## config.mk

```make
export PLATFORM = sky130hd
export DESIGN_NAME = diag_supervisor
export DESIGN_NICKNAME = d
export VERILOG_FILES = /design/src/rtl/sup_pkg.sv /design/src/rtl/sup_deglitch.sv /design/src/rtl/sup_cfg_watch.sv /design/src/rtl/sup_fault_collect.sv /design/src/rtl/sup_fsm.sv /design/src/rtl/diag_supervisor.sv
export SDC_FILE = /design/constraint.sdc
export NUM_CORES = 1
export LEC_CHECK = 0
export BUFFER_PORTS_ARGS = -buffer_cell sky130_fd_sc_hd__buf_2
export CAP_MARGIN = 20
export CORE_MARGIN = 5
export CORE_UTILIZATION = 45
export CTS_CLUSTER_DIAMETER = 40
export CTS_CLUSTER_SIZE = 16
export DETAILED_ROUTE_END_ITERATION = 10
export HOLD_SLACK_MARGIN = 0.08
export PLACE_DENSITY = 0.61
export SETUP_SLACK_MARGIN = 0.4
export SYNTH_ARGS = -nofsm -noshare
export SYNTH_HDL_FRONTEND = slang
export SYNTH_SLANG_ARGS = --single-unit
export TNS_END_PERCENT = 20
```

## constraint.sdc

```tcl
create_clock -name clk_i -period 4.3 [get_ports clk_i]
set_input_delay 0.43 -clock clk_i [delete_from_list [all_inputs] [get_ports clk_i]]
set_output_delay 0.43 -clock clk_i [all_outputs]
set_load 0.05 [all_outputs]
```

## src/rtl/sup_pkg.sv

```systemverilog
package sup_pkg;

    typedef enum logic [2:0] {
        ST_IDLE  = 3'd0,
        ST_DIAG  = 3'd1,
        ST_NORM  = 3'd2,
        ST_FAULT = 3'd3,
        ST_DIS   = 3'd4
    } sup_state_e;

    typedef enum logic [1:0] {
        CL_NONE    = 2'd0,
        CL_SUPPLY  = 2'd1,
        CL_SIGNAL  = 2'd2,
        CL_DISABLE = 2'd3
    } flt_class_e;

    typedef struct packed {
        flt_class_e  cls;
        logic [5:0]  idx;
    } cause_t;

    localparam int SUP_N    = 4;
    localparam int UV_BIT   = 1;
    localparam int PIN_N    = 3;
    localparam int DIS_CRC  = 0;
    localparam int DIS_COPY = 1;
    localparam int DIS_PIN0 = 2;
    localparam int DIS_N    = DIS_PIN0 + PIN_N;

    function automatic logic [5:0] lowest_set(input logic [63:0] v);
        logic [5:0] r;
        r = '0;
        for (int i = 63; i >= 0; i--) begin
            if (v[i]) r = 6'(i);
        end
        return r;
    endfunction

endpackage

```

## src/rtl/sup_deglitch.sv

```systemverilog
module sup_deglitch #(
    parameter int CW = 8
) (
    input  logic          clk_i,
    input  logic          rst_i,
    input  logic          en_i,
    input  logic          raw_i,
    input  logic [CW-1:0] lim_i,
    output logic          qual_o
);
    localparam logic [CW-1:0] CNT_MAX = {CW{1'b1}};

    logic [CW-1:0] cnt_q;
    logic          live;

    assign live = en_i & raw_i;

    always_ff @(posedge clk_i) begin
        if (rst_i || !live) begin
            cnt_q <= '0;
        end else if (cnt_q != CNT_MAX) begin
            cnt_q <= cnt_q + 1'b1;
        end
    end

    assign qual_o = live & (cnt_q >= lim_i);

    logic past_ok_q;
    always_ff @(posedge clk_i) begin
        if (rst_i) past_ok_q <= 1'b0;
        else       past_ok_q <= 1'b1;
    end


    first_edge_blocked_chk: assert property (@(posedge clk_i) disable iff (rst_i || !past_ok_q)
        (live && !$past(live) && lim_i != '0) |-> !qual_o);

endmodule

```

## src/rtl/sup_cfg_watch.sv

```systemverilog
module sup_cfg_watch
    import sup_pkg::*;
#(
    parameter int CW = 8
) (
    input  logic             clk_i,
    input  logic             rst_i,
    input  logic             latch_i,
    input  logic             chk_i,
    input  logic [PIN_N-1:0] pins_i,
    input  logic [CW-1:0]    lim_i,
    output logic [PIN_N-1:0] chg_o
);
    localparam int GAIN_BIT = PIN_N - 1;

    logic [PIN_N-1:0] ref_q;
    logic [PIN_N-1:0] diff;

    always_ff @(posedge clk_i) begin
        if (rst_i)        ref_q <= '0;
        else if (latch_i) ref_q <= pins_i;
    end

    assign diff = (pins_i ^ ref_q) & {PIN_N{chk_i}};

    for (genvar g = 0; g < PIN_N; g++) begin : g_pin
        if (g == GAIN_BIT) begin : g_filt
            sup_deglitch #(.CW(CW)) dg_i (
                .clk_i  (clk_i),
                .rst_i  (rst_i),
                .en_i   (chk_i),
                .raw_i  (diff[g]),
                .lim_i  (lim_i),
                .qual_o (chg_o[g])
            );
        end else begin : g_direct
            assign chg_o[g] = diff[g];
        end
    end

    logic past_ok_q;
    always_ff @(posedge clk_i) begin
        if (rst_i) past_ok_q <= 1'b0;
        else       past_ok_q <= 1'b1;
    end


    ref_frozen_chk: assert property (@(posedge clk_i) disable iff (rst_i || !past_ok_q)
        !$past(latch_i) |-> $stable(ref_q));


    no_change_outside_check_chk: assert property (@(posedge clk_i) disable iff (rst_i)
        !chk_i |-> (chg_o == '0));

endmodule

```

## src/rtl/sup_fault_collect.sv

```systemverilog
module sup_fault_collect
    import sup_pkg::*;
#(
    parameter int SIG_N = 8,
    parameter int CW    = 8
) (
    input  logic             clk_i,
    input  logic             rst_i,
    input  logic             en_i,
    input  logic             mode_5v_i,
    input  logic [SUP_N-1:0] sup_raw_i,
    input  logic [SIG_N-1:0] sig_raw_i,
    input  logic [DIS_N-1:0] dis_raw_i,
    input  logic [CW-1:0]    lim_sup_i,
    input  logic [CW-1:0]    lim_sig_i,
    output logic             dis_any_o,
    output logic             sup_any_o,
    output logic             sig_any_o,
    output logic             sup_clear_o,
    output cause_t           cause_o
);
    logic [SUP_N-1:0] sup_mask;
    logic [SUP_N-1:0] sup_q;
    logic [SIG_N-1:0] sig_q;
    logic [DIS_N-1:0] dis_q;

    always_comb begin
        sup_mask = sup_raw_i;
        sup_mask[UV_BIT] = sup_raw_i[UV_BIT] & mode_5v_i;
    end

    for (genvar s = 0; s < SUP_N; s++) begin : g_sup
        sup_deglitch #(.CW(CW)) dg_i (
            .clk_i  (clk_i),
            .rst_i  (rst_i),
            .en_i   (en_i),
            .raw_i  (sup_mask[s]),
            .lim_i  (lim_sup_i),
            .qual_o (sup_q[s])
        );
    end

    for (genvar k = 0; k < SIG_N; k++) begin : g_sig
        sup_deglitch #(.CW(CW)) dg_i (
            .clk_i  (clk_i),
            .rst_i  (rst_i),
            .en_i   (en_i),
            .raw_i  (sig_raw_i[k]),
            .lim_i  (lim_sig_i),
            .qual_o (sig_q[k])
        );
    end

    assign dis_q       = dis_raw_i & {DIS_N{en_i}};
    assign dis_any_o   = |dis_q;
    assign sup_any_o   = |sup_q;
    assign sig_any_o   = |sig_q;
    assign sup_clear_o = (sup_mask == '0);

    always_comb begin
        cause_o = '0;
        if (|dis_q) begin
            cause_o.cls = CL_DISABLE;
            cause_o.idx = lowest_set(64'(dis_q));
        end else if (|sup_q) begin
            cause_o.cls = CL_SUPPLY;
            cause_o.idx = lowest_set(64'(sup_q));
        end else if (|sig_q) begin
            cause_o.cls = CL_SIGNAL;
            cause_o.idx = lowest_set(64'(sig_q));
        end
    end


    uv_masked_chk: assert property (@(posedge clk_i) disable iff (rst_i)
        !mode_5v_i |-> !sup_q[UV_BIT]);


    dis_gated_chk: assert property (@(posedge clk_i) disable iff (rst_i)
        !en_i |-> !(dis_any_o || sup_any_o || sig_any_o));

endmodule

```

## src/rtl/sup_fsm.sv

```systemverilog
module sup_fsm
    import sup_pkg::*;
#(
    parameter int DIAG_TMO = 16,
    parameter int DIS_HOLD = 8
) (
    input  logic       clk_i,
    input  logic       rst_i,
    input  logic       start_i,
    input  logic       init_ok_i,
    input  logic       dis_any_i,
    input  logic       sup_any_i,
    input  logic       sig_any_i,
    input  logic       sup_clear_i,
    input  cause_t     cause_i,
    output sup_state_e state_o,
    output cause_t     cause_o
);
    localparam int TMAX = (DIAG_TMO > DIS_HOLD) ? DIAG_TMO : DIS_HOLD;
    localparam int TW   = $clog2(TMAX + 1);
    localparam logic [TW-1:0] DIAG_LAST = TW'(DIAG_TMO - 1);
    localparam logic [TW-1:0] DIS_LAST  = TW'(DIS_HOLD - 1);

    sup_state_e    state_q;
    logic [TW-1:0] tmr_q;
    logic          wait_clr_q;
    cause_t        cause_q;

    always_ff @(posedge clk_i) begin
        if (rst_i) begin
            state_q    <= ST_IDLE;
            tmr_q      <= '0;
            wait_clr_q <= 1'b0;
            cause_q    <= '0;
        end else begin
            case (state_q)
                ST_IDLE: begin
                    if (start_i) begin
                        state_q <= ST_DIAG;
                        tmr_q   <= '0;
                    end
                end
                ST_DIAG: begin
                    if (init_ok_i) begin
                        state_q <= ST_NORM;
                    end else if (tmr_q == DIAG_LAST) begin
                        state_q    <= ST_FAULT;
                        wait_clr_q <= 1'b0;
                        tmr_q      <= '0;
                    end else begin
                        tmr_q <= tmr_q + 1'b1;
                    end
                end
                ST_NORM: begin
                    if (dis_any_i) begin
                        state_q <= ST_DIS;
                        tmr_q   <= '0;
                        cause_q <= cause_i;
                    end else if (sup_any_i) begin
                        state_q    <= ST_FAULT;
                        wait_clr_q <= 1'b1;
                        cause_q    <= cause_i;
                    end else if (sig_any_i) begin
                        state_q    <= ST_FAULT;
                        wait_clr_q <= 1'b0;
                        cause_q    <= cause_i;
                    end
                end
                ST_FAULT: begin
                    if (!wait_clr_q || sup_clear_i) begin
                        state_q <= ST_DIAG;
                        tmr_q   <= '0;
                    end
                end
                ST_DIS: begin
                    if (tmr_q == DIS_LAST) begin
                        state_q <= ST_DIAG;
                        tmr_q   <= '0;
                    end else begin
                        tmr_q <= tmr_q + 1'b1;
                    end
                end
                default: state_q <= ST_IDLE;
            endcase
        end
    end

    assign state_o = state_q;
    assign cause_o = cause_q;

    logic past_ok_q;
    always_ff @(posedge clk_i) begin
        if (rst_i) past_ok_q <= 1'b0;
        else       past_ok_q <= 1'b1;
    end


    norm_needs_ok_chk: assert property (@(posedge clk_i) disable iff (rst_i || !past_ok_q)
        ($past(state_q) == ST_DIAG && state_q == ST_NORM) |-> $past(init_ok_i));


    timeout_without_ok_chk: assert property (@(posedge clk_i) disable iff (rst_i || !past_ok_q)
        ($past(state_q) == ST_DIAG && state_q == ST_FAULT) |-> !$past(init_ok_i));


    wait_until_clear_chk: assert property (@(posedge clk_i) disable iff (rst_i || !past_ok_q)
        ($past(state_q) == ST_FAULT && $past(wait_clr_q) && state_q == ST_DIAG) |-> $past(sup_clear_i));


    retry_at_once_chk: assert property (@(posedge clk_i) disable iff (rst_i || !past_ok_q)
        ($past(state_q) == ST_FAULT && !$past(wait_clr_q)) |-> state_q == ST_DIAG);


    disable_has_source_chk: assert property (@(posedge clk_i) disable iff (rst_i || !past_ok_q)
        ($past(state_q) == ST_NORM && state_q == ST_DIS) |-> $past(dis_any_i));


    cause_sticky_chk: assert property (@(posedge clk_i) disable iff (rst_i || !past_ok_q)
        ($past(state_q) != ST_NORM) |-> $stable(cause_q));

endmodule

```

## src/rtl/diag_supervisor.sv

```systemverilog
module diag_supervisor
    import sup_pkg::*;
#(
    parameter int SIG_N    = 8,
    parameter int CW       = 8,
    parameter int DIAG_TMO = 16,
    parameter int DIS_HOLD = 8
) (
    input  logic             clk_i,
    input  logic             rst_i,
    input  logic             start_i,
    input  logic             init_ok_i,
    input  logic             mode_5v_i,
    input  logic [3:0]       supply_flt_i,
    input  logic [SIG_N-1:0] sig_flt_i,
    input  logic             crc_bad_i,
    input  logic             copy_bad_i,
    input  logic [2:0]       cfg_pins_i,
    input  logic [CW-1:0]    lim_sup_i,
    input  logic [CW-1:0]    lim_sig_i,
    input  logic [CW-1:0]    lim_gain_i,
    output logic [2:0]       state_o,
    output logic             out_en_o,
    output logic [7:0]       cause_o
);
    sup_state_e       state;
    cause_t           cause_now;
    cause_t           cause_reg;
    logic             in_norm;
    logic [PIN_N-1:0] pin_chg;
    logic [DIS_N-1:0] dis_raw;
    logic             dis_any, sup_any, sig_any, sup_clear;

    assign in_norm = (state == ST_NORM);

    sup_cfg_watch #(.CW(CW)) watch_i (
        .clk_i   (clk_i),
        .rst_i   (rst_i),
        .latch_i (state == ST_DIAG),
        .chk_i   (in_norm),
        .pins_i  (cfg_pins_i),
        .lim_i   (lim_gain_i),
        .chg_o   (pin_chg)
    );

    always_comb begin
        dis_raw = '0;
        dis_raw[DIS_CRC]  = crc_bad_i;
        dis_raw[DIS_COPY] = copy_bad_i;
        dis_raw[DIS_PIN0 +: PIN_N] = pin_chg;
    end

    sup_fault_collect #(.SIG_N(SIG_N), .CW(CW)) collect_i (
        .clk_i       (clk_i),
        .rst_i       (rst_i),
        .en_i        (in_norm),
        .mode_5v_i   (mode_5v_i),
        .sup_raw_i   (supply_flt_i),
        .sig_raw_i   (sig_flt_i),
        .dis_raw_i   (dis_raw),
        .lim_sup_i   (lim_sup_i),
        .lim_sig_i   (lim_sig_i),
        .dis_any_o   (dis_any),
        .sup_any_o   (sup_any),
        .sig_any_o   (sig_any),
        .sup_clear_o (sup_clear),
        .cause_o     (cause_now)
    );

    sup_fsm #(.DIAG_TMO(DIAG_TMO), .DIS_HOLD(DIS_HOLD)) fsm_i (
        .clk_i       (clk_i),
        .rst_i       (rst_i),
        .start_i     (start_i),
        .init_ok_i   (init_ok_i),
        .dis_any_i   (dis_any),
        .sup_any_i   (sup_any),
        .sig_any_i   (sig_any),
        .sup_clear_i (sup_clear),
        .cause_i     (cause_now),
        .state_o     (state),
        .cause_o     (cause_reg)
    );

    assign state_o  = state;
    assign out_en_o = (state == ST_DIAG) || (state == ST_NORM);
    assign cause_o  = cause_reg;

    logic past_ok_q;
    always_ff @(posedge clk_i) begin
        if (rst_i) past_ok_q <= 1'b0;
        else       past_ok_q <= 1'b1;
    end


    reset_quiet_chk: assert property (@(posedge clk_i)
        $past(rst_i) |-> (state_o == 3'd0 && !out_en_o && cause_o == 8'h00));


    short_filter_keeps_oe_chk: assert property (@(posedge clk_i) disable iff (rst_i || !past_ok_q)
        ($past(in_norm) && !$past(dis_any) && !$past(sup_any) && !$past(sig_any)) |-> out_en_o);

endmodule

```

# == Word-level counts from Yosys, hierarchy flattened ==
# Cells that the tools add are included.
# op_classes
n_reduce_logical,41
eq_ne,29
magnitude_cmp,13
addsub,14
bitwise,30
muxes,44
# op_table
op,n
$add 8x1->8 const B,13
$ge 8x8->1,13
$ne 8x8->1 const B,13
$mux 3,21
$mux 8,5
$mux 5,6
$and 1x1->1,27
$pmux 5 s5,1
$logic_or 1x1->1,15
$pmux 3 s5,1
$reduce_and 5->1,3
$logic_not 1->1,14
$mux 2,4
$ne 2x2->1 const B,4
$reduce_or 8->1,1
$eq 3x2->1 const B,2
$ne 2x1->1 const B,3
$add 5x1->5 const B,1
$and 5x5->5,1
$eq 5x3->1 const B,1
$eq 5x4->1 const B,1
$mux 1,5
$reduce_bool 5->1,1
$reduce_or 5->1,1
other kinds (14),14
# totals
wordCells,190
input_bits,46
register_bits,124

# == Logic depth before layout (Yosys ltp) ==
# depth
depth_word,16
ltp_mapped,11
depth_no_buf,10

# == By module ==
# From an unflattened synthesis, not the netlist that was laid out.
# unflattened
cells_unflattened,1080
area_unflattened_um2,9237.6
# by_module_without_submodules
mod,n_inst,area_per_inst_um2,cells_per_inst
sup_deglitch,13,599.3,70
sup_fsm,1,960.9,105
sup_fault_collect,1,299.0,43
sup_cfg_watch,1,161.4,17
diag_supervisor,1,25.0,5

# == Least setup slack after synthesis ==
# OpenSTA, ideal clock, no wires.
# synth_timing
kind,flip-flop to flip-flop
start,"reg fsm_i.state_q[1], in the netlist fsm_i.state_o[1]"
end,"reg fsm_i.cause_q, in the netlist fsm_i.cause_o[0]"
path_buffers,0
required_ps,4175
path_slack_ps,1959
stages_incl_launch_ff,8
arrival_ps,2217
period_less_slack_ps,2341
cell_sequence,dfxtp_1 -> nor3b_4 -> nand2_2 -> or4_1 -> and4_4 -> and2_4 -> a32oi_1 -> o31ai_1
# synth_between
elab_chain_len,16
word_cells_on_any_way,55
cone_classes,eq/ne: 1; mux: 21; bitwise: 28; reduce/logical: 5
# synth_rtl
element,line_no,text
from (decl),sup_fsm.sv:24,sup_state_e state_q;
from (signal assigned),sup_fsm.sv:31,state_q <= ST_IDLE;
from (signal assigned),sup_fsm.sv:39,state_q <= ST_DIAG;
from (signal assigned),sup_fsm.sv:45,state_q <= ST_NORM;
$eq 3x2->1 (*),"sup_fsm.sv:36, diag_supervisor.sv:34",
$and 1x1->1,sup_deglitch.sv:16,assign live = en_i & raw_i;
$and 1x1->1,sup_deglitch.sv:26,assign qual_o = live & (cnt_q >= lim_i);
$mux 3 (8 in a row),sup_pkg.sv:35,if (v[i]) r = 6'(i);
$mux 8,sup_fault_collect.sv:65,end else if (|sup_q) begin
$mux 8,sup_fault_collect.sv:62,if (|dis_q) begin
$mux 8,sup_fsm.sv:63,end else if (sig_any_i) begin
$mux 8,sup_fsm.sv:59,end else if (sup_any_i) begin
$mux 8,sup_fsm.sv:55,if (dis_any_i) begin
to (signal assigned),sup_fsm.sv:58,cause_q <= cause_i;
to (signal assigned),sup_fsm.sv:62,cause_q <= cause_i;
to (signal assigned),sup_fsm.sv:66,cause_q <= cause_i;
to (decl),sup_fsm.sv:27,cause_t cause_q;
# Mark *: on every way between the ends. The rest lies on a longest branch, timed or not. The select of a mux whose other input is x is not followed.
# A chain may end at the register's enable or synchronous reset.

# == Final worst setup path ==
# layout_timing
start,reg collect_i.g_sig[2].dg_i.cnt_q[0]
end,reg fsm_i.wait_clr_q
# layout_between
elab_chain_len,5
# layout_rtl
element,line_no,text
from (decl),sup_deglitch.sv:13,logic [CW-1:0] cnt_q;
from (signal assigned),sup_deglitch.sv:22,cnt_q <= cnt_q + 1'b1;
$ge 8x8->1,sup_deglitch.sv:26,
$and 1x1->1,sup_deglitch.sv:26,
$reduce_or 8->1,sup_fault_collect.sv:57,assign sig_any_o = |sig_q;
$ne 3x3->1 (no source line),--,
$reduce_and 5->1 (no source line),--,
to (signal assigned),sup_fsm.sv:33,wait_clr_q <= 1'b0;
to (signal assigned),sup_fsm.sv:48,wait_clr_q <= 1'b0;
to (signal assigned),sup_fsm.sv:61,wait_clr_q <= 1'b1;
to (decl),sup_fsm.sv:26,logic wait_clr_q;
# No other way between the ends.

==> results.cfg <==
[synth]
synth_top_cell_area_share = 0.310
yosys-top-cells-area = dfxtp_1 31%, ha_1 19%, nor2_1 5.7%, nand3_1 3.6%, nand2_1 3.6%
synth_cell_type_count = 63
synth_edf_count = 0
syn_inst = 932
ys_warn_count = 0
yosysSeqAreaShare = 0.310
synth_ff_type = dfxtp_1
syn_area_um2 = 7830
synth_top_area_cell = dfxtp_1
ys_seq_elements = 121
syn-mean-instance-area_um2 = 8.40
async_flop_share = 0

[cts]
cts-root-buf = clkbuf_16
clk_pin_slew_ns = 0.06
clk_latency_ns = 0.42
cts_hold_buf = 0
cts_setup_buffers = 0
cts_buffer_depth = 2
post_cts_resized = 0
cts_tree = yes
numCtsBuffers = 17
clock-sinks = 121
cts_max_level = 4

[placement]
dp.cells = 1202
numPortBuffers = 54
dp_hpwl_mm = 13.4
gp_congestion = 0.813

[worst_setup_path]
cp_max_fo = 7
crit_required_ns = 4.65
crit_type = reg2reg
worstReg2RegStart = collect_i.g_sig[2].dg_i.cnt_q[0]
worstPathArrival_ns = 3.06
startpoint = collect_i.g_sig[2].dg_i.cnt_q[0]
worstSetupStartpointType = register
cp-end-kind = register

[status]
status = complete, no violations

[floorplan]
num_rows = 48
coreArea_um2 = 17200
die_h_um = 142
die_w_um = 142
die_area_um2 = 20100
start_util = 0.456
ios = 58

[grt]
grt_max_degree = 20
track_usage = 0.187
antenna_found_initial = 0
grt_overflow_total = 0
first_global_vias = 6271
grt_pass1_wl_mm = 30.7

[flow_run]
cap_violations = 0

[power]
p_clk_frac = 0.463
seqPwrFrac = 0.347
powerDensity_nw_per_um2 = 399
ir_drop_mv = 0.427
p_switching_uw = 1070
p_int_uw = 2530
cellLeakagePower_uw = 0.00388
combPwrFrac = 0.190
p_sw_frac = 0.296

[detailed_routing]
wirelength_mm = 18.2
wl_met2_mm = 7.96
vias_per_cell = 5.45
ant_nets = 0
drtIter0Drc = 417
wl_met1_mm = 9.33
post-route-drc-count = 0
firstDrtPassIters = 5
maxUsedRoutingLayer = met4
wl_per_cell_um = 14.8
wl_met3_um = 656
vias = 6727

[timing]
rsz0062_at_grt = no
finalCriticalPeriod_ns = 2.71
worst_clock_skew_ns = 0.00691
worst_slew_pin_slew_ns = 1.07
fin_tns_setup_ns = 0
setup_viol = 0
final.period_utilization = 0.630
timing.slew.headroom = 0.288
maxSlewViolCount = 0
fmax_mhz = 369
hold_viol = 0

[final_layout]
antenna_cells = 0
drive_above_1_share = 0.0961
syn_to_final_growth_pct = 15.2
final_nets = 1162
final_cells = 1234

[min_path]
hp-start = cfg_pins_i[2]
hold_class = in2reg
-- layout make-up --
type | instances | area, um^2
clock buffers | 21 | 470
flip-flops and latches | 121 | 2420
repair buffers | 56 | 285
inverters | 51 | 191
fillers | 1668 | 8160
multi-input cells | 749 | 5150
well taps | 225 | 282
clock inverters | 11 | 216
-- through the flow --
stage | instance area (um^2) | power [uW] | setup slack (ns) | hold slack (ns) | util
after global placement | 8330 | 1950 | 1.39 | 0.455 | 0.485
after CTS | 9020 | 3640 | 1.56 | 0.265 | 0.525
after detailed placement | 8330 | 1950 | 1.34 | 0.460 | 0.485
after floorplan | 7830 | 1770 | 1.96 | 0.448 | -
final | 9020 | 3600 | 1.59 | 0.277 | 0.525
after global routing | 9020 | 3760 | 1.35 | 0.291 | 0.525
-- cells in the mapped netlist (all sizes together) (16+ instances only) --
cell type / instances
nor2: 118
xor2: 27
nand2b: 16
mux2i: 18
o21ai: 42
a2111oi: 18
inv: 51
ha: 120
dfxtp: 121
and3: 24
a31oi: 17
a21oi: 32
xnor2: 17
nand2: 76
nand3: 57
nor3: 29
nand4: 30
-- sequential cells by signal (all words and copies together) (netlist names) --
signal,flops
collect_i.g_sig.dg_i.cnt_q,64
collect_i.g_sup.dg_i.cnt_q,32
fsm_i.cause_o,5
fsm_i.state_o,3
fsm_i.tmr_q,5
fsm_i.wait_clr_q,1
watch_i.g_pin.g_filt.dg_i.cnt_q,8
watch_i.ref_q,3
-- worst max-delay path, cell delays in order (launching register included) --
cell,delay (ns)
dfxtp_1,0.39
inv_1,0.06
ha_1,0.26
nand2b_1,0.15
a2111oi_0,0.46
o22ai_1,0.17
or2_1,0.26
o21ai_1,0.16
nor2b_1,0.44
nand3_1,0.13
a21oi_1,0.16
-- worst paths after layout --
kind,end,slack [ns],cells past startpoint
max,fsm_i.wait_clr_q,1.59,10
min,watch_i.ref_q[2],0.28,3
max reg2reg,fsm_i.wait_clr_q,1.59,10
min reg2reg,watch_i.ref_q[2],0.47,2
-- placed cells by master, fill, tap and decap left out, drive strengths merged, types with 3 or more instances in the layout --
master and instances:
xnor2 17, buf 56, or2 3, nor4b 3
nand3 57, clkinvlp 3, nor3b 4, dfxtp 121
bufinv 6, nor2 118, o32ai 3, a21o 10
a211oi 12, xor2 27, and3 24, nand2 76
o211ai 4, a31oi 17, o21a 10, a2111oi 18
nor2b 7, nor4 5, mux2i 18, or3 5
a21oi 32, ha 120, nand4 30, nor3 29
conb 3, o2111ai 4, inv 51, nand2b 16
clkbuf 21, o21ai 42, o31ai 4, and4 3
a32oi 5
-- power groups by stage --
| stage | registers, uW | logic, uW | clock network [uW] |
|---|---|---|---|
| 2_1_floorplan | 1320 | 454 | 0 |
| 3_3_place_gp | 1270 | 674 | 0 |
| 3_5_place_dp | 1270 | 680 | 0 |
| 4_1_cts | 1250 | 685 | 1700 |
| 5_1_grt | 1260 | 762 | 1740 |
| 6_report | 1250 | 683 | 1660 |
-- logic make-up (layout without fill, tap and decap cells) --
group,count (synthesis),after routing,share of synthesized area
AND/OR/NAND/NOR,384,384,0.237
AO/OA/AOI/OAI,180,180,0.155
flip-flops,121,121,0.310
adder cells (fa/ha/maj),120,120,0.192
buffers and inverters,64,139,0.0337
XOR/XNOR,44,44,0.0492
multiplexers,18,18,0.0230
other,1,3,0.000479
-- metal layers --
layer / global-route usage / up-vias
met5: 0 / -
met4: 0.0540 / 0
met3: 0.0364 / 20
met2: 0.289 / 108
met1: 0.266 / 3051
li1: - / 3548
No activity file was read; power rests on OpenSTA's default activity.
